$ cat src/rtl/tod_pkg.sv
package tod_pkg;

  typedef struct packed {
    logic       pm;
    logic [4:0] hr;
    logic [6:0] mn;
    logic [6:0] sc;
    logic [3:0] ts;
  } tod_t;

  localparam logic [2:0] A_TENTHS = 3'd0;
  localparam logic [2:0] A_SECS   = 3'd1;
  localparam logic [2:0] A_MINS   = 3'd2;
  localparam logic [2:0] A_HOURS  = 3'd3;
  localparam logic [2:0] A_STATUS = 3'd4;

  localparam tod_t RESET_TIME = '{pm: 1'b0, hr: 5'h01, mn: 7'h00, sc: 7'h00, ts: 4'h0};

  // one BCD digit step with carry out
  function automatic logic [4:0] digit_inc(logic [3:0] d);
    if (d == 4'h9) return {1'b1, 4'h0};
    return {1'b0, d + 4'h1};
  endfunction

  // two-digit BCD 00..59 step, returns {carry, value}
  function automatic logic [7:0] sexa_inc(logic [6:0] v);
    logic [4:0] lo;
    if (v == 7'h59) return {1'b1, 7'h00};
    lo = digit_inc(v[3:0]);
    if (lo[4]) return {1'b0, v[6:4] + 3'd1, 4'h0};
    return {1'b0, v[6:4], lo[3:0]};
  endfunction

  // 12-hour step, returns {pm, hr}
  function automatic logic [5:0] hour_inc(logic pm, logic [4:0] hr);
    if (hr == 5'h12) return {pm, 5'h01};
    if (hr == 5'h11) return {~pm, 5'h12};
    if (hr == 5'h09) return {pm, 5'h10};
    return {pm, hr + 5'h01};
  endfunction

  function automatic tod_t tod_step(tod_t t);
    tod_t       n;
    logic [4:0] d;
    logic [7:0] s;
    logic [7:0] m;
    logic [5:0] h;
    n = t;
    d = digit_inc(t.ts);
    n.ts = d[3:0];
    if (d[4]) begin
      s = sexa_inc(t.sc);
      n.sc = s[6:0];
      if (s[7]) begin
        m = sexa_inc(t.mn);
        n.mn = m[6:0];
        if (m[7]) begin
          h = hour_inc(t.pm, t.hr);
          n.pm = h[5];
          n.hr = h[4:0];
        end
      end
    end
    return n;
  endfunction

endpackage

$ cat src/rtl/tod_prescaler.sv
module tod_prescaler #(
  parameter int DIV_LO = 5,
  parameter int DIV_HI = 6
) (
  input  logic clk,
  input  logic rst_n,
  input  logic tick,
  input  logic run,
  input  logic use_hi,
  input  logic clr,
  output logic step
);
  localparam int MAXDIV = (DIV_LO > DIV_HI) ? DIV_LO : DIV_HI;
  localparam int CW     = $clog2(MAXDIV + 1);

  logic [CW-1:0] cnt_q;
  logic [CW-1:0] last;

  assign last = use_hi ? CW'(DIV_HI - 1) : CW'(DIV_LO - 1);
  assign step = run && tick && !clr && (cnt_q >= last);

  always_ff @(posedge clk) begin
    if (!rst_n || clr) cnt_q <= '0;
    else if (run && tick) cnt_q <= (cnt_q >= last) ? '0 : cnt_q + 1'b1;
  end


  presc_range_chk: assert property (@(posedge clk) disable iff (!rst_n)
    cnt_q < CW'(MAXDIV));


  presc_halt_chk: assert property (@(posedge clk) disable iff (!rst_n)
    !run |-> !step);
endmodule

$ cat src/rtl/tod_counter.sv
module tod_counter
  import tod_pkg::*;
(
  input  logic       clk,
  input  logic       rst_n,
  input  logic       wr,
  input  logic       to_alarm,
  input  logic [2:0] addr,
  input  logic [7:0] wdata,
  input  logic       step,
  output tod_t       now,
  output tod_t       nxt,
  output logic       running,
  output logic       adv,
  output logic       start_pulse
);
  tod_t time_q;
  logic halted_q;
  logic time_wr;

  assign time_wr     = wr && !to_alarm && (addr <= A_HOURS);
  assign start_pulse = time_wr && (addr == A_TENTHS);
  assign nxt         = tod_step(time_q);
  assign adv         = step && !time_wr;
  assign now         = time_q;
  assign running     = !halted_q;

  always_ff @(posedge clk) begin
    if (!rst_n) begin
      time_q   <= RESET_TIME;
      halted_q <= 1'b1;
    end else if (time_wr) begin
      case (addr)
        A_TENTHS: begin time_q.ts <= wdata[3:0]; halted_q <= 1'b0; end
        A_SECS:   time_q.sc <= wdata[6:0];
        A_MINS:   time_q.mn <= wdata[6:0];
        default:  begin time_q.pm <= wdata[7]; time_q.hr <= wdata[4:0]; halted_q <= 1'b1; end
      endcase
    end else if (adv) begin
      time_q <= nxt;
    end
  end


  halt_stable_chk: assert property (@(posedge clk) disable iff (!rst_n)
    (halted_q && !time_wr) |=> $stable(time_q));


  tenths_bcd_chk: assert property (@(posedge clk) disable iff (!rst_n)
    adv |-> (nxt.ts <= 4'h9));


  hours_range_chk: assert property (@(posedge clk) disable iff (!rst_n)
    (adv && time_q.hr >= 5'h01 && time_q.hr <= 5'h12) |-> (nxt.hr != 5'h00));
endmodule

$ cat src/rtl/tod_alarm.sv
module tod_alarm
  import tod_pkg::*;
(
  input  logic       clk,
  input  logic       rst_n,
  input  logic       wr,
  input  logic       to_alarm,
  input  logic [2:0] addr,
  input  logic [7:0] wdata,
  input  logic       adv,
  input  tod_t       nxt,
  input  logic       clr,
  output logic       flag
);
  tod_t alarm_q;
  logic flag_q;
  logic alarm_wr;
  logic hit;

  assign alarm_wr = wr && to_alarm && (addr <= A_HOURS);
  assign hit      = adv && (nxt == alarm_q);
  assign flag     = flag_q;

  always_ff @(posedge clk) begin
    if (!rst_n) begin
      alarm_q <= '0;
    end else if (alarm_wr) begin
      case (addr)
        A_TENTHS: alarm_q.ts <= wdata[3:0];
        A_SECS:   alarm_q.sc <= wdata[6:0];
        A_MINS:   alarm_q.mn <= wdata[6:0];
        default:  begin alarm_q.pm <= wdata[7]; alarm_q.hr <= wdata[4:0]; end
      endcase
    end
  end

  always_ff @(posedge clk) begin
    if (!rst_n) flag_q <= 1'b0;
    else        flag_q <= hit || (flag_q && !clr);
  end


  flag_hold_chk: assert property (@(posedge clk) disable iff (!rst_n)
    (flag_q && !clr) |=> flag_q);


  flag_set_chk: assert property (@(posedge clk) disable iff (!rst_n)
    hit |=> flag_q);
endmodule

$ cat src/rtl/tod_readback.sv
module tod_readback
  import tod_pkg::*;
(
  input  logic       clk,
  input  logic       rst_n,
  input  logic       rd,
  input  logic [2:0] addr,
  input  tod_t       live,
  input  logic       flag,
  output logic [7:0] rdata,
  output logic       status_rd
);
  tod_t snap_q;
  logic frozen_q;
  tod_t view;

  assign view      = frozen_q ? snap_q : live;
  assign status_rd = rd && (addr == A_STATUS);

  always_comb begin
    case (addr)
      A_TENTHS: rdata = {4'h0, view.ts};
      A_SECS:   rdata = {1'b0, view.sc};
      A_MINS:   rdata = {1'b0, view.mn};
      A_HOURS:  rdata = {view.pm, 2'b00, view.hr};
      A_STATUS: rdata = {7'h00, flag};
      default:  rdata = 8'h00;
    endcase
  end

  always_ff @(posedge clk) begin
    if (!rst_n) begin
      frozen_q <= 1'b0;
      snap_q   <= RESET_TIME;
    end else if (rd && addr == A_HOURS && !frozen_q) begin
      frozen_q <= 1'b1;
      snap_q   <= live;
    end else if (rd && addr == A_TENTHS) begin
      frozen_q <= 1'b0;
    end
  end


  freeze_hold_chk: assert property (@(posedge clk) disable iff (!rst_n)
    (frozen_q && !(rd && addr == A_TENTHS)) |=> (frozen_q && $stable(snap_q)));


  release_chk: assert property (@(posedge clk) disable iff (!rst_n)
    (rd && addr == A_TENTHS) |=> !frozen_q);
endmodule

$ cat src/rtl/tod_clock.sv
module tod_clock
  import tod_pkg::*;
#(
  parameter int DIV_50 = 5,
  parameter int DIV_60 = 6
) (
  input  logic       clk,
  input  logic       rst_n,
  input  logic       mains_tick,
  input  logic       sel_60hz,
  input  logic       wr_alarm,
  input  logic [2:0] bus_addr,
  input  logic       bus_wr,
  input  logic       bus_rd,
  input  logic [7:0] bus_wdata,
  output logic [7:0] bus_rdata,
  output logic       alarm_irq
);
  logic step, running, adv, start_pulse, flag, status_rd;
  tod_t now, nxt;

  tod_prescaler #(.DIV_LO(DIV_50), .DIV_HI(DIV_60)) u_presc (
    .clk(clk), .rst_n(rst_n), .tick(mains_tick), .run(running),
    .use_hi(sel_60hz), .clr(start_pulse), .step(step));

  tod_counter u_cnt (
    .clk(clk), .rst_n(rst_n), .wr(bus_wr), .to_alarm(wr_alarm),
    .addr(bus_addr), .wdata(bus_wdata), .step(step), .now(now), .nxt(nxt),
    .running(running), .adv(adv), .start_pulse(start_pulse));

  tod_alarm u_alm (
    .clk(clk), .rst_n(rst_n), .wr(bus_wr), .to_alarm(wr_alarm),
    .addr(bus_addr), .wdata(bus_wdata), .adv(adv), .nxt(nxt),
    .clr(status_rd), .flag(flag));

  tod_readback u_rb (
    .clk(clk), .rst_n(rst_n), .rd(bus_rd), .addr(bus_addr), .live(now),
    .flag(flag), .rdata(bus_rdata), .status_rd(status_rd));

  assign alarm_irq = flag;


  alarm_wr_no_halt_chk: assert property (@(posedge clk) disable iff (!rst_n)
    (bus_wr && wr_alarm && running) |=> running);
endmodule

$ cat config.mk
export PLATFORM = sky130hd
export DESIGN_NAME = tod_clock
export DESIGN_NICKNAME = d
export VERILOG_FILES = /design/src/rtl/tod_pkg.sv /design/src/rtl/tod_prescaler.sv /design/src/rtl/tod_counter.sv /design/src/rtl/tod_alarm.sv /design/src/rtl/tod_readback.sv /design/src/rtl/tod_clock.sv
export SDC_FILE = /design/constraint.sdc
export NUM_CORES = 1
export LEC_CHECK = 0
export ABC_AREA = 1
export BUFFER_PORTS_ARGS = -buffer_cell sky130_fd_sc_hd__buf_2
export CELL_PAD_IN_SITES_DETAIL_PLACEMENT = 0
export CELL_PAD_IN_SITES_GLOBAL_PLACEMENT = 1
export CORE_UTILIZATION = 47
export CTS_BUF_LIST = sky130_fd_sc_hd__clkbuf_8 sky130_fd_sc_hd__clkbuf_16
export CTS_CLUSTER_SIZE = 16
export DETAILED_ROUTE_END_ITERATION = 12
export MAX_ROUTING_LAYER = met4
export PLACE_DENSITY = 0.81
export RECOVER_POWER = 50
export SLEW_MARGIN = 20
export SYNTH_ARGS = -nofsm -noshare
export SYNTH_HDL_FRONTEND = slang
export SYNTH_SLANG_ARGS = --single-unit
export TNS_END_PERCENT = 20
$ cat constraint.sdc
create_clock -name clk -period 2.6 [get_ports clk]
set_input_delay 0.78 -clock clk [delete_from_list [all_inputs] [get_ports clk]]
set_output_delay 0.78 -clock clk [all_outputs]
set_load 0.02 [all_outputs]
==> results_dict.tcl <==
set metrics [dict create \
    dieHeight_um 102 \
    worstPathRequired_ns 1.82 \
    clock_insertion_delay_worst_skew_ns 0.37 \
    pwr_cell_area_nw_per_um2 461 \
    peakVddDrop_mv 0.260 \
    number_of_global_route_vias_before_repair 4202 \
    worstRegToRegCells 14 \
    headroom_to_the_max_slew_limit_pct 47.2 \
    route.detailed.wl_per_inst_um 15.4 \
    diodes 0 \
    crit_type "flop to primary output" \
    critical_path.max_fanout 37 \
    final_nets 796 \
    grt_util_all_layers_pct 29.1 \
    synthesis.area_um2 4710 \
    slew_viol_final 0 \
    maxClockFrequency_mhz 401 \
    critical_path.startpoint_type "flop" \
    num_vias 4883 \
    residual_drc 0 \
    finalSetupViolations 0 \
    reg2reg_setup_slack_ns 0.24 \
    critical_register_to_register_path_startpoint "u_cnt.now[12]$_SDFFE_PN0P_" \
    num_rows 36 \
    hold_path.class "flop to flop" \
    drt_iter0_drc 310 \
    core-area_um2 9730 \
    drv_cap 0 \
    drtAntennaViolNets 0 \
    tritoncts_sinks 78 \
    whs_path_depth 2 \
    largest_net_degree_at_the_start_of_global_routing 51 \
    cp-end-kind "primary output" \
    starting_density_of_the_core_pct 48.4 \
    grt_antenna_before_repair 0 \
    yosys_register_bits 78 \
    htreeDepth 3 \
    grt-ovfl-total 0 \
    detailedRoute.firstPassIterationCount 5 \
    yosys_warnings 0 \
    detail_route.wirelength_mm 13.9 \
    dp_hpwl_mm 10.5 \
    netlist-cell-type-count 33 \
    clk_pin_slew_worst_paths_ns 0.09 \
    finalHoldViolations 0 \
    cts_tree "built" \
    grt_first_pass_wirelength_mm 21.8 \
    die-area_um2 10400 \
    clock_path_buffers 2 \
    drive_above_1_share_pct 10.9 \
    grt_setup_unrepaired "false" \
    numCtsBuffers 9 \
    die_x_um 102 \
    avgViaCountPerCell 5.41 \
    hold_path_startpoint "u_alm.alarm_q[20]$_SDFFE_PN0P_" \
    hold_end "u_alm.alarm_q[20]$_SDFFE_PN0P_" \
    post_synth_inst_count 732 \
    timing_worst_slew_pin_value_ns 0.791 \
    timing.setup.tns_ns 0 \
    critical_path_arrival_ns 1.71 \
    fin_skew_ns 0.0107 \
    clockRootBuffer "clkbuf_8" \
    area_growth_syn_to_layout_pct 11.5 \
    ioPinCount 27 \
    final.period_utilization_pct 95.8 \
    rr_endpoint "u_alm.flag$_SDFF_PN0_" \
    synth.net_count 763 \
    static-leakage-power_nw 2.26 \
    port_buffers 26 \
    post_synthesis_average_cell_area_um2 6.44 \
    synth.yosys.seq_area_share_pct 33.1 \
    gpl_wtd_cong 0.931 \
    run_status "complete, no violations" \
    post-layout-total-power_mw 2.42 \
    post-route-min-period_ns 2.49 \
]
## logic make-up (layout without fill, tap and decap cells)
| family | after synthesis | in the layout | synth area share, % |
|---|---|---|---|
| DFF | 78 | 78 | 33.1 |
| AOI/OAI and AO/OA | 161 | 161 | 19.3 |
| adders and majority gates | 13 | 13 | 3.45 |
| xor gates and xnor gates | 3 | 3 | 0.558 |
| buffers and inverters | 116 | 154 | 10.0 |
| and+or+nand+nor | 361 | 361 | 33.5 |
## worst max path at each step
stage	from	endpoint	slack [ns]	depth (start not counted)
after detailed placement	bus_addr[2]	bus_rdata[1]	0.08	8
after global placement	bus_addr[2]	bus_rdata[2]	0.14	8
after global routing	u_rb.frozen_q$_SDFFE_PN0P_	bus_rdata[1]	0.02	6
after floorplan	bus_addr[0]	bus_rdata[0]	0.25	3
final	u_rb.frozen_q$_SDFFE_PN0P_	bus_rdata[3]	0.11	6
after CTS	u_rb.frozen_q$_SDFFE_PN0P_	bus_rdata[0]	0.05	6
## routing by layer
metal	part of all wire, %	global-route usage, %	vias up
li1	-	-	2505
met1	49	40.0	2223
met2	44	43.1	127
met3	4.3	4.04	28
met4	2.4	11.4	0
met5	0	-	-
## state kept, by name, indices dropped and copies added, names as in the netlist
name,count
u_alm.flag,1
u_cnt.halted_q,1
u_cnt.now,24
u_alm.alarm_q,24
u_presc.cnt_q,3
u_rb.frozen_q,1
u_rb.snap_q,24
## worst max-delay path, stage by stage, from the launching register on
cell,delay [ns]
dfxtp_2,0.36
buf_12,0.16
buf_4,0.17
o21ai_0,0.32
nand2_1,0.10
nand4_1,0.07
buf_2,0.16
## layout by cell type, fill, tap and decap left out, types with 20 or more instances in the layout
master    netlist  final
buf_2           8     25
inv_1          82     81
nand4_1        20     20
buf_4           3     23
a211oi_1       22     22
nand2_1       188    188
o21ai_0        82     81
nand3_1        66     67
a21oi_1        28     28
a31oi_1        21     21
dfxtp_1        78     77
nor2_1         66     66
## synth_stat cells
| cell | instances | area [um2] |
|---|---|---|
| nand3b_1 | 3 | 22.5 |
| inv_1 | 82 | 308 |
| dfxtp_1 | 78 | 1560 |
| buf_4 | 3 | 22.5 |
| xnor2_1 | 1 | 8.76 |
| buf_2 | 8 | 40.0 |
| a211oi_1 | 22 | 165 |
| nor3_2 | 4 | 40.0 |
| nand4_1 | 20 | 125 |
| nand3_1 | 66 | 330 |
| o31ai_1 | 1 | 7.51 |
| a22o_1 | 2 | 17.5 |
| o21ai_1 | 2 | 10.0 |
| a31oi_1 | 21 | 131 |
| nor2_2 | 4 | 25.0 |
| clkbuf_1 | 20 | 75.1 |
| buf_6 | 2 | 22.5 |
| inv_2 | 1 | 3.75 |
| nand2_2 | 3 | 18.8 |
| nand3_2 | 2 | 20.0 |
| nor2_1 | 66 | 248 |
| a221oi_1 | 1 | 8.76 |
| nor2_4 | 2 | 22.5 |
| or2_2 | 1 | 6.26 |
| o211ai_1 | 1 | 7.51 |
| o21ai_0 | 82 | 410 |
| nor3_1 | 1 | 5.00 |
| ha_1 | 13 | 163 |
| a32o_1 | 1 | 10.0 |
| a21oi_1 | 28 | 140 |
| xor2_1 | 2 | 17.5 |
| nand2_1 | 188 | 706 |
| nand2_4 | 1 | 11.3 |
## timing repair
action,in CTS,in global routing
setup buffers,0,1
endpoints found under the hold margin,0,0
resized for setup,0,3
endpoints found under the setup margin,0,4
hold buffers,0,0
## power breakdown
| part | switching, mW | internal, mW | leakage (nW) | total (mW) |
|---|---|---|---|---|
| Clock | 0.460 | 0.476 | 0.105 | 0.937 |
| Sequential | 0.0228 | 1.22 | 0.632 | 1.25 |
| Combinational | 0.160 | 0.0772 | 1.52 | 0.237 |
| Total | 0.642 | 1.78 | 2.26 | 2.42 |
## final cells by class
cell class	instances	area (um2)
clock buffers	14	193
clock inverters	2	12.5
fillers	1015	4480
inverters	83	312
multi-input cells	538	2660
flip-flops and latches	78	1560
well taps	133	166
repair buffers	55	343
## stage by stage
stage	utilization [%]	setup WS, ns	hold WS [ns]	cells	instance area (um2)
3_3_place_gp	52.2	0.143	0.456	886	5080
5_1_grt	54.0	0.0190	0.492	903	5250
3_5_place_dp	52.2	0.0780	0.462	886	5080
6_report	54.0	0.109	0.473	903	5250
2_1_floorplan	-	0.253	0.444	732	4710
4_1_cts	54.3	0.0465	0.473	902	5280
Power figures use the tool's default switching activity.
